## config.mk

```make
export PLATFORM = sky130hd
export DESIGN_NAME = simd_mac_slice
export DESIGN_NICKNAME = d
export VERILOG_FILES = /design/src/rtl/simd_mac_pkg.sv /design/src/rtl/smac_pipe_reg.sv /design/src/rtl/smac_mult.sv /design/src/rtl/smac_simd_adder.sv /design/src/rtl/smac_logic_unit.sv /design/src/rtl/simd_mac_slice.sv
export SDC_FILE = /design/constraint.sdc
export NUM_CORES = 2
export LEC_CHECK = 0
export BUFFER_PORTS_ARGS = -buffer_cell sky130_fd_sc_hd__buf_2
export CAP_MARGIN = 20
export CORE_UTILIZATION = 60
export CTS_CLUSTER_SIZE = 12
export DETAILED_ROUTE_END_ITERATION = 8
export GPL_TIMING_DRIVEN = 0
export HOLD_SLACK_MARGIN = 0.05
export PLACE_DENSITY = 0.79
export SETUP_SLACK_MARGIN = 0.05
export SYNTH_ARGS = -nofsm -noshare
export SYNTH_HDL_FRONTEND = slang
export SYNTH_SLANG_ARGS = --single-unit
```

## constraint.sdc

```tcl
create_clock -name clk -period 34.1 [get_ports clk]
set_input_delay 6.82 -clock clk [delete_from_list [all_inputs] [get_ports clk]]
set_output_delay 6.82 -clock clk [all_outputs]
set_load 0.1 [all_outputs]
```

## src/rtl/simd_mac_pkg.sv

```systemverilog
package simd_mac_pkg;

  localparam int NSEG = 4;

  localparam logic [3:0] OP_MUL    = 4'd0;
  localparam logic [3:0] OP_PMUL   = 4'd1;
  localparam logic [3:0] OP_MACC   = 4'd2;
  localparam logic [3:0] OP_PMACC  = 4'd3;
  localparam logic [3:0] OP_ADD    = 4'd4;
  localparam logic [3:0] OP_SUB    = 4'd5;
  localparam logic [3:0] OP_ACCADD = 4'd6;
  localparam logic [3:0] OP_ACCSUB = 4'd7;
  localparam logic [3:0] OP_LOGIC  = 4'd8;
  localparam logic [3:0] OP_NOP    = 4'd15;

  typedef enum logic [1:0] {
    SIMD_ONE48  = 2'd0,
    SIMD_TWO24  = 2'd1,
    SIMD_FOUR12 = 2'd2,
    SIMD_ALT48  = 2'd3
  } simd_e;

  typedef struct packed {
    logic [3:0] op;
    logic [3:0] lsel;
    simd_e      simd;
    logic       clr;
  } ctl_t;

  localparam ctl_t CTL_IDLE = '{op: OP_NOP, lsel: 4'd0, simd: SIMD_ONE48, clr: 1'b0};

endpackage

```

## src/rtl/smac_pipe_reg.sv

```systemverilog
module smac_pipe_reg #(
  parameter int           W       = 8,
  parameter bit           EN      = 1'b1,
  parameter logic [W-1:0] RST_VAL = '0
) (
  input  logic         clk,
  input  logic         rst,
  input  logic [W-1:0] d,
  output logic [W-1:0] q
);

  generate
    if (EN) begin : g_reg
      logic [W-1:0] r;
      always_ff @(posedge clk) begin
        if (rst) r <= RST_VAL;
        else     r <= d;
      end
      assign q = r;
    end else begin : g_wire
      assign q = d;
    end
  endgenerate

endmodule

```

## src/rtl/smac_mult.sv

```systemverilog
module smac_mult #(
  parameter int A_W = 25,
  parameter int B_W = 18,
  parameter int P_W = 48
) (
  input  logic [A_W-1:0] a,
  input  logic [A_W-1:0] d,
  input  logic [B_W-1:0] b,
  input  logic           pre_en,
  output logic [P_W-1:0] prod
);

  localparam int M_W = A_W + B_W;

  logic [A_W-1:0] pre;
  logic [M_W-1:0] pre_ext, b_ext, full;

  // pre-adder result wraps to the factor width
  assign pre     = pre_en ? (a + d) : a;
  assign pre_ext = {{B_W{pre[A_W-1]}}, pre};
  assign b_ext   = {{A_W{b[B_W-1]}}, b};
  assign full    = pre_ext * b_ext;
  assign prod    = {{(P_W-M_W){full[M_W-1]}}, full};

endmodule

```

## src/rtl/smac_simd_adder.sv

```systemverilog
module smac_simd_adder
  import simd_mac_pkg::*;
#(
  parameter int P_W = 48
) (
  input  logic [P_W-1:0]  u,
  input  logic [P_W-1:0]  v,
  input  logic            sub,
  input  simd_e           mode,
  output logic [P_W-1:0]  sum,
  output logic [NSEG-1:0] cout
);

  localparam int SEG_W = P_W / NSEG;

  logic [NSEG-1:0] cseg;

  generate
    for (genvar s = 0; s < NSEG; s++) begin : g_seg
      logic cin_s;
      if (s == 0) begin : g_first
        assign cin_s = sub;
      end else begin : g_rest
        logic seg_start;
        assign seg_start = (mode == SIMD_FOUR12) || ((mode == SIMD_TWO24) && ((s % 2) == 0));
        assign cin_s     = seg_start ? sub : cseg[s-1];
      end
      assign {cseg[s], sum[s*SEG_W +: SEG_W]} =
        {1'b0, u[s*SEG_W +: SEG_W]} + {1'b0, v[s*SEG_W +: SEG_W]} + {{SEG_W{1'b0}}, cin_s};
    end
  endgenerate

  always_comb begin
    cout = '0;
    case (mode)
      SIMD_FOUR12: cout = cseg;
      SIMD_TWO24: begin
        cout[0] = cseg[1];
        cout[1] = cseg[3];
      end
      default: cout[0] = cseg[NSEG-1];
    endcase
  end

endmodule

```

## src/rtl/smac_logic_unit.sv

```systemverilog
module smac_logic_unit #(
  parameter int P_W = 48
) (
  input  logic [P_W-1:0] a,
  input  logic [P_W-1:0] b,
  input  logic [3:0]     sel,
  output logic [P_W-1:0] res
);

  always_comb begin
    case (sel)
      4'd0:    res = a & b;
      4'd1:    res = a | b;
      4'd2:    res = a ^ b;
      4'd3:    res = ~(a ^ b);
      4'd4:    res = ~(a & b);
      4'd5:    res = ~(a | b);
      4'd6:    res = a & ~b;
      4'd7:    res = ~a;
      4'd8:    res = a | ~b;
      4'd9:    res = a;
      default: res = '0;
    endcase
  end

endmodule

```

## src/rtl/simd_mac_slice.sv

```systemverilog
module simd_mac_slice
  import simd_mac_pkg::*;
#(
  parameter int A_W     = 25,
  parameter int B_W     = 18,
  parameter int P_W     = 48,
  parameter bit IN_REG  = 1'b1,
  parameter bit MUL_REG = 1'b1
) (
  input  logic             clk,
  input  logic             rst,
  input  logic [3:0]       op_in,
  input  logic [3:0]       logic_sel,
  input  logic [1:0]       simd_mode,
  input  logic             clr_acc,
  input  logic [A_W-1:0]   mul_a,
  input  logic [A_W-1:0]   mul_d,
  input  logic [B_W-1:0]   mul_b,
  input  logic [P_W-1:0]   opnd_x,
  input  logic [P_W-1:0]   opnd_y,
  output logic [P_W-1:0]   p_out,
  output logic [NSEG-1:0]  carry_out
);

  localparam int LAT   = 1 + int'(IN_REG) + int'(MUL_REG);
  localparam int CTL_W = $bits(ctl_t);

  localparam logic [1:0] K_HOLD  = 2'd0;
  localparam logic [1:0] K_MUL   = 2'd1;
  localparam logic [1:0] K_ADD   = 2'd2;
  localparam logic [1:0] K_LOGIC = 2'd3;

  // ---------------- stage 0: optional input register ----------------
  ctl_t           ctl_in, ctl1, ctl2;
  logic [A_W-1:0] a1, d1;
  logic [B_W-1:0] b1;
  logic [P_W-1:0] x1, y1, x2, y2, prod1, prod2;

  assign ctl_in = '{op: op_in, lsel: logic_sel, simd: simd_e'(simd_mode), clr: clr_acc};

  smac_pipe_reg #(.W(CTL_W), .EN(IN_REG), .RST_VAL(CTL_IDLE)) u_s0_ctl
    (.clk(clk), .rst(rst), .d(ctl_in), .q(ctl1));
  smac_pipe_reg #(.W(A_W), .EN(IN_REG)) u_s0_a (.clk(clk), .rst(rst), .d(mul_a),  .q(a1));
  smac_pipe_reg #(.W(A_W), .EN(IN_REG)) u_s0_d (.clk(clk), .rst(rst), .d(mul_d),  .q(d1));
  smac_pipe_reg #(.W(B_W), .EN(IN_REG)) u_s0_b (.clk(clk), .rst(rst), .d(mul_b),  .q(b1));
  smac_pipe_reg #(.W(P_W), .EN(IN_REG)) u_s0_x (.clk(clk), .rst(rst), .d(opnd_x), .q(x1));
  smac_pipe_reg #(.W(P_W), .EN(IN_REG)) u_s0_y (.clk(clk), .rst(rst), .d(opnd_y), .q(y1));

  // ---------------- stage 1: pre-adder and multiplier ----------------
  logic pre_en;
  assign pre_en = (ctl1.op == OP_PMUL) || (ctl1.op == OP_PMACC);

  smac_mult #(.A_W(A_W), .B_W(B_W), .P_W(P_W)) u_mult
    (.a(a1), .d(d1), .b(b1), .pre_en(pre_en), .prod(prod1));

  smac_pipe_reg #(.W(CTL_W), .EN(MUL_REG), .RST_VAL(CTL_IDLE)) u_s1_ctl
    (.clk(clk), .rst(rst), .d(ctl1), .q(ctl2));
  smac_pipe_reg #(.W(P_W), .EN(MUL_REG)) u_s1_p (.clk(clk), .rst(rst), .d(prod1), .q(prod2));
  smac_pipe_reg #(.W(P_W), .EN(MUL_REG)) u_s1_x (.clk(clk), .rst(rst), .d(x1),    .q(x2));
  smac_pipe_reg #(.W(P_W), .EN(MUL_REG)) u_s1_y (.clk(clk), .rst(rst), .d(y1),    .q(y2));

  // ---------------- stage 2: adder / logic unit and result register ----------------
  logic [P_W-1:0]  p_q, alu_u, alu_v, alu_sum, lres;
  logic [NSEG-1:0] c_q, alu_cout;
  logic            alu_sub;
  simd_e           alu_mode;
  logic [1:0]      kind;

  always_comb begin
    alu_u    = '0;
    alu_v    = '0;
    alu_sub  = 1'b0;
    alu_mode = ctl2.simd;
    kind     = K_HOLD;
    case (ctl2.op)
      OP_MUL, OP_PMUL: begin
        alu_v    = prod2;
        alu_mode = SIMD_ONE48;
        kind     = K_MUL;
      end
      OP_MACC, OP_PMACC: begin
        alu_u    = p_q;
        alu_v    = prod2;
        alu_mode = SIMD_ONE48;
        kind     = K_MUL;
      end
      OP_ADD: begin
        alu_u = x2;
        alu_v = y2;
        kind  = K_ADD;
      end
      OP_SUB: begin
        alu_u   = x2;
        alu_v   = ~y2;
        alu_sub = 1'b1;
        kind    = K_ADD;
      end
      OP_ACCADD: begin
        alu_u = p_q;
        alu_v = x2;
        kind  = K_ADD;
      end
      OP_ACCSUB: begin
        alu_u   = p_q;
        alu_v   = ~x2;
        alu_sub = 1'b1;
        kind    = K_ADD;
      end
      OP_LOGIC: kind = K_LOGIC;
      default:  kind = K_HOLD;
    endcase
  end

  smac_simd_adder #(.P_W(P_W)) u_adder
    (.u(alu_u), .v(alu_v), .sub(alu_sub), .mode(alu_mode), .sum(alu_sum), .cout(alu_cout));

  smac_logic_unit #(.P_W(P_W)) u_logic
    (.a(x2), .b(y2), .sel(ctl2.lsel), .res(lres));

  always_ff @(posedge clk) begin
    if (rst) begin
      p_q <= '0;
      c_q <= '0;
    end else if (ctl2.clr) begin
      p_q <= '0;
      c_q <= '0;
    end else begin
      case (kind)
        K_MUL: begin
          p_q <= alu_sum;
          c_q <= '0;
        end
        K_ADD: begin
          p_q <= alu_sum;
          c_q <= alu_cout;
        end
        K_LOGIC: begin
          p_q <= lres;
          c_q <= '0;
        end
        default: c_q <= '0;
      endcase
    end
  end

  assign p_out     = p_q;
  assign carry_out = c_q;

  // ---------------- assertions ----------------
  logic [1:0] fill_cnt;
  always_ff @(posedge clk) begin
    if (rst)                    fill_cnt <= '0;
    else if (fill_cnt != 2'(LAT)) fill_cnt <= fill_cnt + 2'd1;
  end

  AST_CLEAR_REACHES_OUT: assert property (@(posedge clk) disable iff (rst)
    (fill_cnt == 2'(LAT) && $past(clr_acc, LAT)) |-> (p_out == '0 && carry_out == '0))
    else $error("clear did not zero the result");

  AST_RSVD_HOLDS: assert property (@(posedge clk) disable iff (rst)
    (ctl2.op > OP_LOGIC && !ctl2.clr) |=> $stable(p_out))
    else $error("reserved opcode changed the result");

  AST_ONE_LANE_CARRY: assert property (@(posedge clk) disable iff (rst)
    (ctl2.simd inside {SIMD_ONE48, SIMD_ALT48}) |=> (carry_out[NSEG-1:1] == '0))
    else $error("carry above lane 0 in 1x48 mode");

  AST_TWO_LANE_CARRY: assert property (@(posedge clk) disable iff (rst)
    (ctl2.simd == SIMD_TWO24) |=> (carry_out[NSEG-1:2] == '0))
    else $error("carry above lane 1 in 2x24 mode");

  AST_NO_CARRY_NONADD: assert property (@(posedge clk) disable iff (rst)
    (ctl2.op <= OP_PMACC || ctl2.op >= OP_LOGIC) |=> (carry_out == '0))
    else $error("carry flag set by a non add/sub opcode");

endmodule

```

[Word level (Yosys, flattened, before mapping)]
Index checks and enable logic that the tools add are counted.
Storage, ports and cells
  register bits after elaboration: 377
  bits in latches: 0
  RAM bits: 0
  memory bits (read-only): 0
  input bits: 177
  logic and storage cells: 86
  memories kept: 0
Operators by class
  add/subtract/negate cells: 9
  $mul: 1
  div/mod/pow operators: 0
  $lt $le $gt $ge: 0
  eq/ne operators: 24
  shift operators: 0
  mux-type cells: 13
  bitwise operators: 12
  reductions and logical operators: 14
Operators with widths (count)
  48-bit case mux with 10 select lines: 1
  48-bit inverter: 5
  48-bit case mux with 5 select lines: 1
  48-bit case mux with 2 select lines: 2
  48-bit AND: 2
  48-bit OR: 2
  12-bit by 12-bit adder with 13-bit output: 4
  13-bit by 1-bit adder with 13-bit output: 4
  48-bit XOR: 1
  25-bit by 18-bit multiplier with 43-bit output: 1
  4-bit by 3-bit equality test with 1-bit output, second input constant: 8
  25-bit adder: 1
  25-bit two-way mux: 1
  4-bit by 2-bit equality test with 1-bit output, second input constant: 5
  4-bit OR reduction: 4
  4-bit by 1-bit equality test with 1-bit output, second input constant: 3
  4-bit equality test, second input constant: 3
  4-bit logical NOT: 2
  2-bit OR reduction: 4
  2-bit equality test, second input constant: 3
  2-bit case mux with 3 select lines: 1
  2-bit by 1-bit equality test with 1-bit output, second input constant: 2
  1-bit two-way mux: 4
  1-bit case mux with 2 select lines: 2
  other kinds (5): 7

[Logic depth before layout (Yosys ltp)]
  depth in word-level cells: 12
  mapped depth: 47
  gate-level depth less buffers: 44

[By module]
From an unflattened synthesis, not the netlist that was laid out.
Unflattened totals
  cells, all modules: 4477
  area, all modules: 40030.9 um2
By module, submodules not included
  smac_mult: times used 1, cells an instance 2085, area an instance 18028.5 um2, seq. area each 0.0 um2
  smac_logic_unit: times used 1, cells an instance 915, area an instance 6961.7 um2, seq. area each 0.0 um2
  smac_pipe_reg (u_s0_x ...): times used 5, cells an instance 101, area an instance 1305.0 um2, seq. area each 960.9 um2
  simd_mac_slice: times used 1, cells an instance 510, area an instance 3925.0 um2, seq. area each 1041.0 um2
  smac_simd_adder: times used 1, cells an instance 275, area an instance 2154.6 um2, seq. area each 0.0 um2
  smac_pipe_reg (u_s0_a ...): times used 2, cells an instance 52, area an instance 673.1 um2, seq. area each 500.5 um2
  smac_pipe_reg (u_s0_ctl ...): times used 2, cells an instance 23, area an instance 300.3 um2, seq. area each 220.2 um2
  smac_pipe_reg (u_s0_b): times used 1, cells an instance 37, area an instance 489.2 um2, seq. area each 360.3 um2

[Worst setup path after synthesis]
No wires, ideal clock.
  kind: reg2reg
  from: register u_s1_ctl.g_reg.r[8], in the netlist u_s1_ctl.q[8]
  to: register c_q[0], in the netlist carry_out[0]
  library setup time: 0.131 ns
  arrival: 11.344 ns
  slack: 22.626 ns
  cell stages (with the launch flop): 48
  path buffers: 3
  cells stage by stage: dfxtp_1 clkbuf_1 buf_1 clkbuf_1 mux2i_1 xnor2_1 mux2i_1 nor2_1 fa_1 fa_1 a21o_1 a21oi_1 o21a_1 nor2_1 a221oi_1 o21ai_0 o21a_1 fa_1 [12 not listed] a21oi_1 o21bai_1 a2111o_1 a41oi_1 o21bai_1 a21o_1 o21ai_0 fa_1 inv_1 fa_1 a21o_1 a21o_1 nand2_1 a21oi_1 a221o_1 a311oi_1 a2bb2oi_1 o32ai_1
Between the ends
  cells in the longest elaborated chain, start to end: 12
  elaborated cells between the ends (all ways): 37
  those cells by class: 8 x add/sub; 11 x eq/ne; 9 x mux; 1 x bitwise; 8 x reduce/logical
RTL lines
  from (decl): line smac_pipe_reg.sv:14  | logic [W-1:0] r;
  from (signal assigned): line smac_pipe_reg.sv:16  | if (rst) r <= RST_VAL;
  from (signal assigned): line smac_pipe_reg.sv:17  | else r <= d;
  4-bit by 2-bit equality test with 1-bit output (tied with other cells): line simd_mac_slice.sv:75  | case (ctl2.op)
  4-bit OR reduction (no source line) / 2-bit OR reduction (equally long branches)
  48-bit case mux with 5 select lines / 48-bit case mux with 2 select lines (equally long branches): line simd_mac_slice.sv:75
  12-bit by 12-bit adder with 13-bit output: line smac_simd_adder.sv:29  | {1'b0, u[s*SEG_W +: SEG_W]} + {1'b0, v[s*SEG_W +: SEG_W]} + {{SEG_W{1'b0}}, cin_s};
  13-bit by 1-bit adder with 13-bit output: line smac_simd_adder.sv:29
  1-bit two-way mux: line smac_simd_adder.sv:26  | assign cin_s = seg_start ? sub : cseg[s-1];
  13-bit by 1-bit adder with 13-bit output: line smac_simd_adder.sv:29
  1-bit two-way mux: line smac_simd_adder.sv:26
  13-bit by 1-bit adder with 13-bit output: line smac_simd_adder.sv:29
  1-bit two-way mux: line smac_simd_adder.sv:26
  13-bit by 1-bit adder with 13-bit output: line smac_simd_adder.sv:29
  1-bit case mux with 2 select lines: line smac_simd_adder.sv:35  | case (mode)
  to (signal assigned): line simd_mac_slice.sv:135  | c_q <= alu_cout;
  to (decl): line simd_mac_slice.sv:64  | logic [NSEG-1:0] c_q, alu_cout;
Parallel ways exist; a longest one is shown, timed or not.
A chain may end at the register's enable or synchronous reset.

[Worst setup path in the final report]
  from: register u_s1_ctl.g_reg.r[10], in the netlist u_s1_ctl.q[10]
  to: register c_q[0], in the netlist carry_out[0]
The elaborated chain is that of the path after synthesis.

==> results.json <==
{
  "vias": 34800,
  "dp_slack_ns": 19.11,
  "ir_worst_vdd_mv": 0.0972,
  "p_int_mw": 1.08,
  "core_area_um2": 64300,
  "clock_skew_ns": 0.0219,
  "worst_hold_slack_ns": 0.400,
  "fin_crit_ns": 15.74,
  "fin_setup_tns_ns": 0,
  "fmax_mhz": 63.5,
  "post_cts_resized": 0,
  "portBuffers": 228,
  "crit_arrival_ns": 16.17,
  "synthXorXnorAreaFrac_pct": 3.19,
  "syn_to_final_growth_pct": 9.36,
  "switching_share_pct": 43.5,
  "worst_ep_required_time_ns": 34.53,
  "seq_area_frac_synth_pct": 19.3,
  "root_buffer": "clkbuf_16",
  "dpl.cell_count": 5592,
  "synth-simple-area-share_pct": 17.2,
  "first_pass_iters": 9,
  "wl_per_cell_um": 25.2,
  "worst_slack_ns": 18.36,
  "drive_above_1_share_pct": 7.48,
  "synth_area_leaders": "fa_1 23%, dfxtp_1 19%, ha_1 12%, inv_1 5.4%, nor2b_1 4.9%",
  "postCtsHoldBufs": 0,
  "final_area_um2": 42700,
  "rows": 93,
  "cp-end-kind": "flip-flop",
  "grt_max_degree": 13,
  "start_util_pct": 60.6,
  "clock_sink_count": 377,
  "p_seq_share_pct": 27.0,
  "power.total_mw": 1.92,
  "dp.final_hpwl_um": 114000,
  "die_height_um": 257,
  "yosysWarnings": 0,
  "synthCells": 4501,
  "startpoint_type": "flip-flop",
  "tritoncts": "done",
  "cpPeakStageDelay_ns": 0.68,
  "ys.flop_type": "dfxtp_1",
  "nets": 5780,
  "place_area_um2": 41300,
  "yosysUniqueCellTypes": 76,
  "clockBufferDepth": 3,
  "syn-cell-area_um2": 39000,
  "cp_max_fo": 10,
  "p_switching_uw": 832,
  "rsz0062_at_grt": "no",
  "place.gp.congestion": 1.09,
  "via_per_inst": 6.15,
  "dieArea_um2": 66000,
  "grt_pass1_wl_um": 210000,
  "relSlewSlack_pct": 15.8,
  "power_frac_comb_pct": 49.3,
  "avgSynthCellArea_um2": 8.67,
  "finalSetupViolCount": 0,
  "drv_cap": 0,
  "clkTransAtPathRegs_ns": 0.06,
  "synthArstFlopShare_pct": 0,
  "overflow": 0,
  "drc": 0,
  "synthesis.nets": 5497,
  "synth_edf_count": 0,
  "hold_viol": 0,
  "period_share_pct": 46.2,
  "io_pins": 229,
  "synth_fa_ha_area_share_pct": 34.9,
  "crit_type": "flip-flop to flip-flop",
  "antenna_found_initial": 5,
  "synth-compound-area-share_pct": 13.4,
  "clkLatencyLatePin_ns": 0.60,
  "drt_iter0_markers": 4393,
  "postLayoutCoreUtil_pct": 66.3,
  "leakage_nw": 19.3,
  "pwr-share-clk_pct": 23.7,
  "worst_pin_slew_ns": 1.26,
  "post_cts_buffers": 0,
  "status": "complete, no violations",
  "ant_nets": 0,
  "synth_top_family_by_area": "adder cells",
  "hold_path_class": "flip-flop to flip-flop",
  "synth-seq-cells": 377,
  "cp_common_cell": "fa_1",
  "muxShareOfSynthArea_pct": 3.86,
  "critical_path.slowest_cell": "o21ai_0",
  "grt.total_usage_pct": 43.1,
  "first_global_vias": 33700,
  "synth_top_area_cell": "fa_1",
  "drv_slew": 0,
  "wl_um": 143000,
  "stdcell_count": 5668,
  "h-tree-depth": 2,
  "cts_made_buffers": 43,
  "cellPowerDensity_nw_per_um2": 44.9,
  "die_x_um": 257,
  "synth.top_cell.area_share_pct": 23.1
}
Yosys cell counts (all sizes together) (28+ instances only):
master	count
a21o	41
a21oi	248
a22o	56
and2	90
and3	28
buf	44
clkbuf	227
dfxtp	377
fa	450
ha	369
inv	564
mux2i	146
nand2	420
nand3	64
nor2	255
nor2b	305
nor3	66
o21ai	209
o22ai	37
or2	30
xnor2	102
xor2	40
layer usage:
layer / global-route usage, % / up-vias / share of wire [%]
li1: - / 15200 / -
met1: 60.7 / 17000 / 41
met2: 61.3 / 2184 / 40
met3: 12.0 / 383 / 13
met4: 18.9 / 4 / 4.9
met5: 0 / - / 0.012
cell usage in the layout, fill, tap and decap left out, drive strengths merged, types with 66 or more instances in the layout:
master and n:
nand2 420, nor2b 305, clkbuf 284, inv 569
o21ai 209, a21oi 248, ha 369, mux2i 146
nor2 255, xnor2 102, and2 90, buf 282
nor3 66, dfxtp 377, fa 450
critical path, delay by kind of cell, from the launching register on:
family / cells / cell delay [ns]
compound gates: 28 / 8.11
fa+ha+maj: 8 / 4.05
buf+inv: 5 / 1.75
simple gates: 5 / 1.06
flops: 1 / 0.30
mux: 1 / 0.27
path summary, 6_finish.rpt:
kind                             start                        to  slack [ns]  cells after the start
max          u_s1_ctl.q[10]$_SDFF_PP1_   carry_out[0]$_SDFF_PP0_       18.36                     47
min reg2reg   u_s0_ctl.q[8]$_SDFF_PP1_  u_s1_ctl.q[8]$_SDFF_PP1_        0.40                      1
min           u_s0_ctl.q[8]$_SDFF_PP1_  u_s1_ctl.q[8]$_SDFF_PP1_        0.40                      1
max reg2reg  u_s1_ctl.q[10]$_SDFF_PP1_   carry_out[0]$_SDFF_PP0_       18.36                     47
registers in the layout, indices dropped and copies added, names as in the netlist:
register	count
u_s0_x.q	48
p_out	48
u_s0_b.q	18
u_s0_ctl.q	11
u_s1_x.q	48
u_s0_d.q	25
u_s0_a.q	25
u_s1_p.q	43
carry_out	4
u_s1_y.q	48
u_s1_ctl.q	11
u_s0_y.q	48
power groups by stage:
| stage | clock network (mW) | registers (mW) | logic (mW) |
|---|---|---|---|
| finish | 0.454 | 0.517 | 0.944 |
| global placement | 0 | 0.524 | 0.896 |
| floorplan | 0 | 0.520 | 0.643 |
| detailed placement | 0 | 0.524 | 0.915 |
| CTS | 0.455 | 0.514 | 0.922 |
| global route | 0.475 | 0.517 | 1.04 |
area by class of cell:
cell class              instances  area, um^2
clock buffers                  57        1170
repair buffers                238        1240
well taps                     855        1070
multi-input cells            3288       28300
fillers                      5463       21700
diodes                          2        5.00
clock inverters                15         164
plain buffers                 271        1040
flip-flops and latches        377        7550
inverters                     565        2120
kinds of logic (layout without fill, tap and decap cells):
group | after synthesis | after routing
AO/OA/AOI/OAI | 821 | 821
AND/OR/NAND/NOR | 1356 | 1356
adder cells (fa/ha/maj) | 819 | 819
other | 0 | 2
flip-flops | 377 | 377
XOR/XNOR | 142 | 142
buffers and inverters | 836 | 1146
multiplexers | 150 | 150
Power figures use the tool's default switching activity.
